**config.mk**
```make
export PLATFORM = sky130hd
export DESIGN_NAME = cpu8_core
export DESIGN_NICKNAME = d
export VERILOG_FILES = /design/src/rtl/cpu8_pkg.sv /design/src/rtl/cpu8_alu.sv /design/src/rtl/cpu8_cond.sv /design/src/rtl/cpu8_regs.sv /design/src/rtl/cpu8_core.sv
export SDC_FILE = /design/constraint.sdc
export NUM_CORES = 1
export LEC_CHECK = 0
export ABC_CLOCK_PERIOD_IN_PS = 3200
export BUFFER_PORTS_ARGS = -buffer_cell sky130_fd_sc_hd__buf_2
export CAP_MARGIN = 20
export CORE_MARGIN = 3
export CORE_UTILIZATION = 40
export CTS_BUF_LIST = sky130_fd_sc_hd__clkbuf_8 sky130_fd_sc_hd__clkbuf_16
export CTS_CLUSTER_DIAMETER = 80
export DETAILED_ROUTE_END_ITERATION = 10
export GPL_TIMING_DRIVEN = 0
export HOLD_SLACK_MARGIN = 0.05
export PLACE_DENSITY = 0.63
export RECOVER_POWER = 100
export SLEW_MARGIN = 30
export SYNTH_ARGS = -nofsm -noshare
export SYNTH_HDL_FRONTEND = slang
export SYNTH_SLANG_ARGS = --single-unit
```
**constraint.sdc**
```tcl
create_clock -name clk -period 3.2 [get_ports clk]
set_input_delay 0.32 -clock clk [delete_from_list [all_inputs] [get_ports clk]]
set_output_delay 0.32 -clock clk [all_outputs]
set_load 0.05 [all_outputs]
```
**src/rtl/cpu8_pkg.sv**
```systemverilog
// Package: shared encodings for the byte-wide core.
// Assumes an 8-bit instruction with the class held in the two top bits.
package cpu8_pkg;

    typedef enum logic [1:0] {
        CLS_IMM  = 2'b00,
        CLS_CALC = 2'b01,
        CLS_COPY = 2'b10,
        CLS_JUMP = 2'b11
    } cls_e;

    typedef enum logic [2:0] {
        OP_OR   = 3'd0,
        OP_NAND = 3'd1,
        OP_NOR  = 3'd2,
        OP_AND  = 3'd3,
        OP_ADD  = 3'd4,
        OP_SUB  = 3'd5,
        OP_RSV6 = 3'd6,
        OP_RSV7 = 3'd7
    } alu_op_e;

    typedef enum logic [2:0] {
        JC_NEVER = 3'd0,
        JC_EQ    = 3'd1,
        JC_LT    = 3'd2,
        JC_LE    = 3'd3,
        JC_ALW   = 3'd4,
        JC_NE    = 3'd5,
        JC_GE    = 3'd6,
        JC_GT    = 3'd7
    } jcond_e;

    localparam int unsigned LOC_W     = 3;
    localparam logic [2:0]  LOC_PORT  = 3'd6;
    localparam logic [2:0]  LOC_ZERO  = 3'd7;

endpackage

```
**src/rtl/cpu8_alu.sv**
```systemverilog
// Module: cpu8_alu
// Combinational ALU for the calculate class: four bitwise operations,
// plus addition and subtraction, both truncated to W bits.
// Assumes the caller gates the register write with res_ok, which is low
// for the two reserved operation codes.
module cpu8_alu
    import cpu8_pkg::*;
#(
    parameter int unsigned W = 8
) (
    input  alu_op_e        op,
    input  logic [W-1:0]   opa,
    input  logic [W-1:0]   opb,
    output logic [W-1:0]   res,
    output logic           res_ok
);

    // Select the result for the requested operation.
    always_comb begin
        res    = '0;
        res_ok = 1'b1;
        unique case (op)
            OP_OR:   res = opa | opb;
            OP_NAND: res = ~(opa & opb);
            OP_NOR:  res = ~(opa | opb);
            OP_AND:  res = opa & opb;
            OP_ADD:  res = opa + opb;
            OP_SUB:  res = opa - opb;
            default: res_ok = 1'b0;
        endcase
    end

endmodule

```
**src/rtl/cpu8_cond.sv**
```systemverilog
// Module: cpu8_cond
// Branch condition evaluator: tests a signed W-bit value against zero.
// Assumes two's complement, with the top bit as the sign.
module cpu8_cond
    import cpu8_pkg::*;
#(
    parameter int unsigned W = 8
) (
    input  jcond_e         cond,
    input  logic [W-1:0]   val,
    output logic           take
);

    logic is_zero;
    logic is_neg;

    // Derive the zero and sign flags of the tested value.
    always_comb begin
        is_zero = (val == '0);
        is_neg  = val[W-1];
    end

    // Map the condition code onto the flags.
    always_comb begin
        unique case (cond)
            JC_NEVER: take = 1'b0;
            JC_EQ:    take = is_zero;
            JC_LT:    take = is_neg;
            JC_LE:    take = is_neg | is_zero;
            JC_ALW:   take = 1'b1;
            JC_NE:    take = ~is_zero;
            JC_GE:    take = ~is_neg;
            JC_GT:    take = ~is_neg & ~is_zero;
            default:  take = 1'b0;
        endcase
    end

endmodule

```
**src/rtl/cpu8_regs.sv**
```systemverilog
// Module: cpu8_regs
// General register file with one write port, one indexed read port and
// four fixed-role taps (R0..R3). It also holds the output byte and its
// one-cycle valid strobe. Read codes at or above NREG select the input
// byte (LOC_PORT) or zero (any other code).
// Assumes NREG >= 4 and a synchronous, active-low reset.
module cpu8_regs
    import cpu8_pkg::*;
#(
    parameter int unsigned W    = 8,
    parameter int unsigned NREG = 6
) (
    input  logic               clk,
    input  logic               rst_n,
    input  logic               wr_en,
    input  logic [LOC_W-1:0]   wr_sel,
    input  logic [W-1:0]       wr_val,
    input  logic               port_we,
    input  logic [LOC_W-1:0]   rd_sel,
    input  logic [W-1:0]       port_in,
    output logic [W-1:0]       rd_val,
    output logic [W-1:0]       tap_r0,
    output logic [W-1:0]       tap_r1,
    output logic [W-1:0]       tap_r2,
    output logic [W-1:0]       tap_r3,
    output logic [W-1:0]       port_out,
    output logic               port_vld
);

    logic [W-1:0] bank [NREG];

    genvar gi;
    generate
        for (gi = 0; gi < NREG; gi++) begin : g_reg
            // Hold or load one general register.
            always_ff @(posedge clk) begin
                if (!rst_n)
                    bank[gi] <= '0;
                else if (wr_en && (wr_sel == LOC_W'(gi)))
                    bank[gi] <= wr_val;
            end

            assert_hold_R10 : assert property (@(posedge clk) disable iff (!rst_n)
                !(wr_en && (wr_sel == LOC_W'(gi))) |=> $stable(bank[gi]))
                else $error("register %0d changed without a write", gi);
        end
    endgenerate

    // Indexed read: general registers, then the input port, then zero.
    always_comb begin
        if (32'(rd_sel) < NREG)
            rd_val = bank[rd_sel];
        else if (rd_sel == LOC_PORT)
            rd_val = port_in;
        else
            rd_val = '0;
    end

    // Expose the fixed-role registers.
    always_comb begin
        tap_r0 = bank[0];
        tap_r1 = bank[1];
        tap_r2 = bank[2];
        tap_r3 = bank[3];
    end

    // Output byte and its one-cycle strobe.
    always_ff @(posedge clk) begin
        if (!rst_n) begin
            port_out <= '0;
            port_vld <= 1'b0;
        end else begin
            port_vld <= port_we;
            if (port_we)
                port_out <= wr_val;
        end
    end

    assert_strobe_R6 : assert property (@(posedge clk) disable iff (!rst_n)
        port_we |=> (port_vld && port_out == $past(wr_val)))
        else $error("output write not reflected");

    assert_quiet_R10 : assert property (@(posedge clk) disable iff (!rst_n)
        !port_we |=> (!port_vld && $stable(port_out)))
        else $error("output changed without a write");

endmodule

```
**src/rtl/cpu8_core.sv**
```systemverilog
// Module: cpu8_core
// Single-cycle byte-wide core. Each cycle it fetches imem_data from
// imem_addr (the program counter), decodes the class from bits [7:6] and
// commits at most one register or port write and the next PC at the edge.
// Assumes a combinational instruction store; W also sets the PC width,
// since branch targets come from R0.
module cpu8_core
    import cpu8_pkg::*;
#(
    parameter int unsigned W    = 8,
    parameter int unsigned NREG = 6
) (
    input  logic          clk,
    input  logic          rst_n,
    output logic [W-1:0]  imem_addr,
    input  logic [W-1:0]  imem_data,
    input  logic [W-1:0]  in_data,
    output logic [W-1:0]  out_data,
    output logic          out_valid
);

    localparam int unsigned IMM_W = W - 2;

    logic [W-1:0]     pc;
    cls_e             cls;
    logic [LOC_W-1:0] src_sel;
    logic [LOC_W-1:0] dst_sel;
    logic [W-1:0]     r0, r1, r2, r3;
    logic [W-1:0]     rd_val;
    logic [W-1:0]     alu_res;
    logic             alu_ok;
    logic             cond_hit;
    logic             take_jump;
    logic             wr_en;
    logic [LOC_W-1:0] wr_sel;
    logic [W-1:0]     wr_val;
    logic             port_we;

    // Split the instruction into class and location fields.
    always_comb begin
        cls     = cls_e'(imem_data[W-1 -: 2]);
        src_sel = imem_data[5:3];
        dst_sel = imem_data[2:0];
    end

    cpu8_alu #(.W(W)) u_alu (
        .op     (alu_op_e'(imem_data[2:0])),
        .opa    (r1),
        .opb    (r2),
        .res    (alu_res),
        .res_ok (alu_ok)
    );

    cpu8_cond #(.W(W)) u_cond (
        .cond (jcond_e'(imem_data[2:0])),
        .val  (r3),
        .take (cond_hit)
    );

    // Pick the single write this instruction performs, if any.
    always_comb begin
        wr_en   = 1'b0;
        wr_sel  = '0;
        wr_val  = '0;
        port_we = 1'b0;
        unique case (cls)
            CLS_IMM: begin
                wr_en  = 1'b1;
                wr_sel = LOC_W'(0);
                wr_val = {2'b00, imem_data[IMM_W-1:0]};
            end
            CLS_CALC: begin
                wr_en  = alu_ok;
                wr_sel = LOC_W'(3);
                wr_val = alu_res;
            end
            CLS_COPY: begin
                wr_en   = (32'(dst_sel) < NREG);
                wr_sel  = dst_sel;
                wr_val  = rd_val;
                port_we = (dst_sel == LOC_PORT);
            end
            default: ;
        endcase
    end

    cpu8_regs #(.W(W), .NREG(NREG)) u_regs (
        .clk      (clk),
        .rst_n    (rst_n),
        .wr_en    (wr_en),
        .wr_sel   (wr_sel),
        .wr_val   (wr_val),
        .port_we  (port_we),
        .rd_sel   (src_sel),
        .port_in  (in_data),
        .rd_val   (rd_val),
        .tap_r0   (r0),
        .tap_r1   (r1),
        .tap_r2   (r2),
        .tap_r3   (r3),
        .port_out (out_data),
        .port_vld (out_valid)
    );

    // Branch decision for this cycle.
    always_comb take_jump = (cls == CLS_JUMP) && cond_hit;

    // Program counter: branch target or next sequential address.
    always_ff @(posedge clk) begin
        if (!rst_n)
            pc <= '0;
        else if (take_jump)
            pc <= r0;
        else
            pc <= pc + 1'b1;
    end

    // Drive the fetch address.
    always_comb imem_addr = pc;

    assert_pc_step_R9 : assert property (@(posedge clk) disable iff (!rst_n)
        !take_jump |=> (pc == W'($past(pc) + 1'b1)))
        else $error("sequential PC step wrong");

    assert_jump_target_R8 : assert property (@(posedge clk) disable iff (!rst_n)
        take_jump |=> (pc == $past(r0)))
        else $error("taken branch missed R0 target");

    assert_imm_load_R2 : assert property (@(posedge clk) disable iff (!rst_n)
        (cls == CLS_IMM) |=> (r0 == {2'b00, $past(imem_data[IMM_W-1:0])}))
        else $error("constant load wrong");

endmodule

```
==> flow_metrics.tcl <==
set metrics [dict create \
    syn-num-nets 430 \
    port_buffers 29 \
    worst_pin_slew_ps 1270 \
    place_congestion 0.938 \
    slew_headroom_pct 14.6 \
    ff2ff_setup_slack_ps 160 \
    swShare_pct 28.3 \
    pwr-share-comb_pct 17.9 \
    wl_um 10900 \
    grt_pass1_vias 3014 \
    seqCellArea_um2 1780 \
    netSwitchingPower_mw 0.595 \
    setup_violations 0 \
    min-delay-start "rst_n" \
    setup_ws_ps 156 \
    endpoint_kind "register" \
    synth_edf_count 48 \
    first_pass_iters 6 \
    antenna_found_initial 0 \
    drive_gt1_share_pct 12.4 \
    period_share_pct 95.1 \
    dpl.hpwl_um 7970 \
    grt_max_degree 12 \
    synthFlopType "edfxtp_1" \
    required_ps 3260 \
    cts_buffers 9 \
    worstPathArrival_ps 3100 \
    intPower_mw 1.51 \
    cts_max_level 3 \
    cp_max_fo 7 \
    synth_top_area_share_pct 36.2 \
    synthTopCellsByCount "nor2_1 (69), edfxtp_1 (48), a21oi_1 (27)" \
    skew_ps 7.04 \
    leakage_nw 1.66 \
    dieArea_um2 11200 \
    synthTopCellsByArea "edfxtp_1 (36%), dfxtp_1 (8.6%), nor2_1 (6.5%)" \
    maxCapViolCount 0 \
    rsz0062_at_grt "false" \
    viasPerCell 5.66 \
    hold_end "imem_addr[1]$_SDFF_PN0_" \
    final_core_utilization_pct 47.3 \
    fin_nets 473 \
    r2r_start "u_regs.bank[2][0]$_SDFFCE_PN0P_" \
    core_region_area_um2 9460 \
    pwr-share-seq_pct 46.7 \
    reg2reg_depth 8 \
    num_vias 3235 \
    cts_root_buf "clkbuf_8" \
    grt_pass1_wl_um 17100 \
    syn_avg_cell_area_um2 10.1 \
    drv_slew 0 \
    drtIter0Drc 341 \
    drc 0 \
    antennaDiodeCount 0 \
    fp.dieH_um 106 \
    min_path_cells 3 \
    setup.worst_path.start_class "register" \
    ys_ff_latch 65 \
    io_pins 35 \
    power_mw 2.10 \
    pre_cts_ws_ps -463 \
    fmax_ghz 0.329 \
    worstSkewPairLatency_ps 340 \
    fin_tns_setup_ps 0 \
    grt_usage_pct 20.1 \
    path_class "register to register" \
    period_needed_ps 3040 \
    wl_per_cell_um 19.0 \
    clk_pin_slew_ps 70 \
    synth_most_common_cell "nor2_1" \
    p_per_area_nw_per_um2 470 \
    area_delta_synth_final_pct 12.4 \
    syn_area_um2 3980 \
    synth_largest_area_cell "edfxtp_1" \
    die_w_um 106 \
    grt.overflow.total 0 \
    rows 35 \
    hold_class "input pin to register" \
    clock_sinks 65 \
    yosys_warnings 0 \
    hold_violations 0 \
    clock_path_buffers 2 \
    detail-route-antenna-nets 0 \
    status "finished, final reports clean" \
    multiInputGateArea_um2 2020 \
    fill_cells 942 \
    power.share.clock_pct 35.4 \
    async_flop_share_pct 0 \
    start_util_pct 42.1 \
    ys_types 60 \
    synth_sequential_area_ratio_pct 44.8 \
    tritoncts "done" \
    synthesis.instances 395 \
    whs_ps 435 \
    peakVddDrop_uv 215 \
    r2r_end "u_regs.bank[1][1]$_SDFFCE_PN0P_" \
]
-- layer usage --
layer	share of wire [%]	global-route usage [%]	vias up
met1	44	28.7	1527
met2	45	30.7	164
met3	8.3	4.04	28
met5	0	0	-
met4	2.7	6.20	0
li1	-	-	1516
-- worst max-delay path by stage --
stage / from / to / slack, ps / cells past startpoint
6_report: u_regs.bank[2][0]$_SDFFCE_PN0P_ / u_regs.bank[1][1]$_SDFFCE_PN0P_ / 160 / 8
5_1_grt: u_regs.bank[2][0]$_SDFFCE_PN0P_ / u_regs.bank[1][6]$_SDFFCE_PN0P_ / 10 / 10
4_1_cts: u_regs.bank[2][0]$_SDFFCE_PN0P_ / u_regs.bank[2][3]$_SDFFCE_PN0P_ / 70 / 11
3_5_place_dp: imem_data[2] / u_regs.bank[4][2]$_SDFFCE_PN0P_ / -460 / 9
3_3_place_gp: imem_data[2] / u_regs.bank[4][2]$_SDFFCE_PN0P_ / -420 / 9
2_1_floorplan: imem_data[2] / u_regs.bank[2][6]$_SDFFCE_PN0P_ / 300 / 11
-- layout make-up --
| class | instances | area share (%) |
|---|---|---|
| plain buffers | 22 | 2.41 |
| clock buffers | 9 | 2.77 |
| clock inverters | 7 | 1.90 |
| inverters | 11 | 0.923 |
| multi-input cells | 296 | 45.2 |
| flip-flops and latches | 65 | 39.8 |
| well taps | 129 | 3.61 |
| repair buffers | 33 | 3.33 |
-- cells in the final DEF, fill, tap and decap left out, types with 3 or more instances in the layout --
| master | n |
|---|---|
| buf_2 | 15 |
| a211oi_2 | 3 |
| buf_4 | 6 |
| nor3_1 | 10 |
| and3_1 | 7 |
| edfxtp_1 | 48 |
| nand2b_1 | 8 |
| xor2_1 | 5 |
| o211ai_1 | 3 |
| nand3_1 | 8 |
| ha_1 | 16 |
| o21a_1 | 3 |
| clkbuf_1 | 31 |
| xnor2_1 | 16 |
| nand2_1 | 26 |
| a211oi_1 | 6 |
| a21oi_1 | 26 |
| nor2b_1 | 4 |
| clkbuf_8 | 9 |
| nor2_1 | 69 |
| clkinv_1 | 3 |
| mux2i_1 | 9 |
| or3_1 | 8 |
| inv_1 | 11 |
| mux4_2 | 7 |
| o21ai_0 | 24 |
| dfxtp_1 | 17 |
-- cell families after synthesis --
group | after synthesis | share of synthesized area (%)
muxes | 18 | 7.17
and+or+nand+nor | 154 | 18.4
buffers and inverters | 34 | 3.99
adders and majority gates | 17 | 5.53
AOI/OAI and AO/OA | 86 | 15.5
xor gates and xnor gates | 21 | 4.62
DFF | 65 | 44.8
-- stage by stage --
stage	area, um^2	cells
after floorplan	3980	395
after global placement	4290	553
after detailed placement	4290	553
after CTS	4530	569
after global routing	4470	572
final	4470	572
-- power by group through the flow --
stage / logic (mW) / registers [mW] / clock network, mW
2_1_floorplan: 0.243 / 1.02 / 0
3_3_place_gp: 0.368 / 1.00 / 0
3_5_place_dp: 0.372 / 1.00 / 0
4_1_cts: 0.382 / 0.983 / 0.753
5_1_grt: 0.408 / 0.987 / 0.791
6_report: 0.376 / 0.983 / 0.744
-- critical path, stage by stage, from the launching register on --
cell	delay [ps]
edfxtp_1	460
inv_1	150
ha_1	240
mux2_2	290
fa_1	510
nand2b_1	100
o31ai_1	80
a221oi_2	810
nor2_1	110
-- what timing repair did --
action                                  in CTS  in global routing
hold buffers                                 0                  0
buffers inserted                             0                  4
pin swaps                                    0                  2
endpoints found under the setup margin      21                 32
resized for setup                            3                  3
-- sequential cells by signal (all words and copies together), names as in the netlist --
name / cells
imem_addr: 8
u_regs.bank: 48
u_regs.port_vld: 1
u_regs.port_out: 8
(Power assumes the default switching activity.)
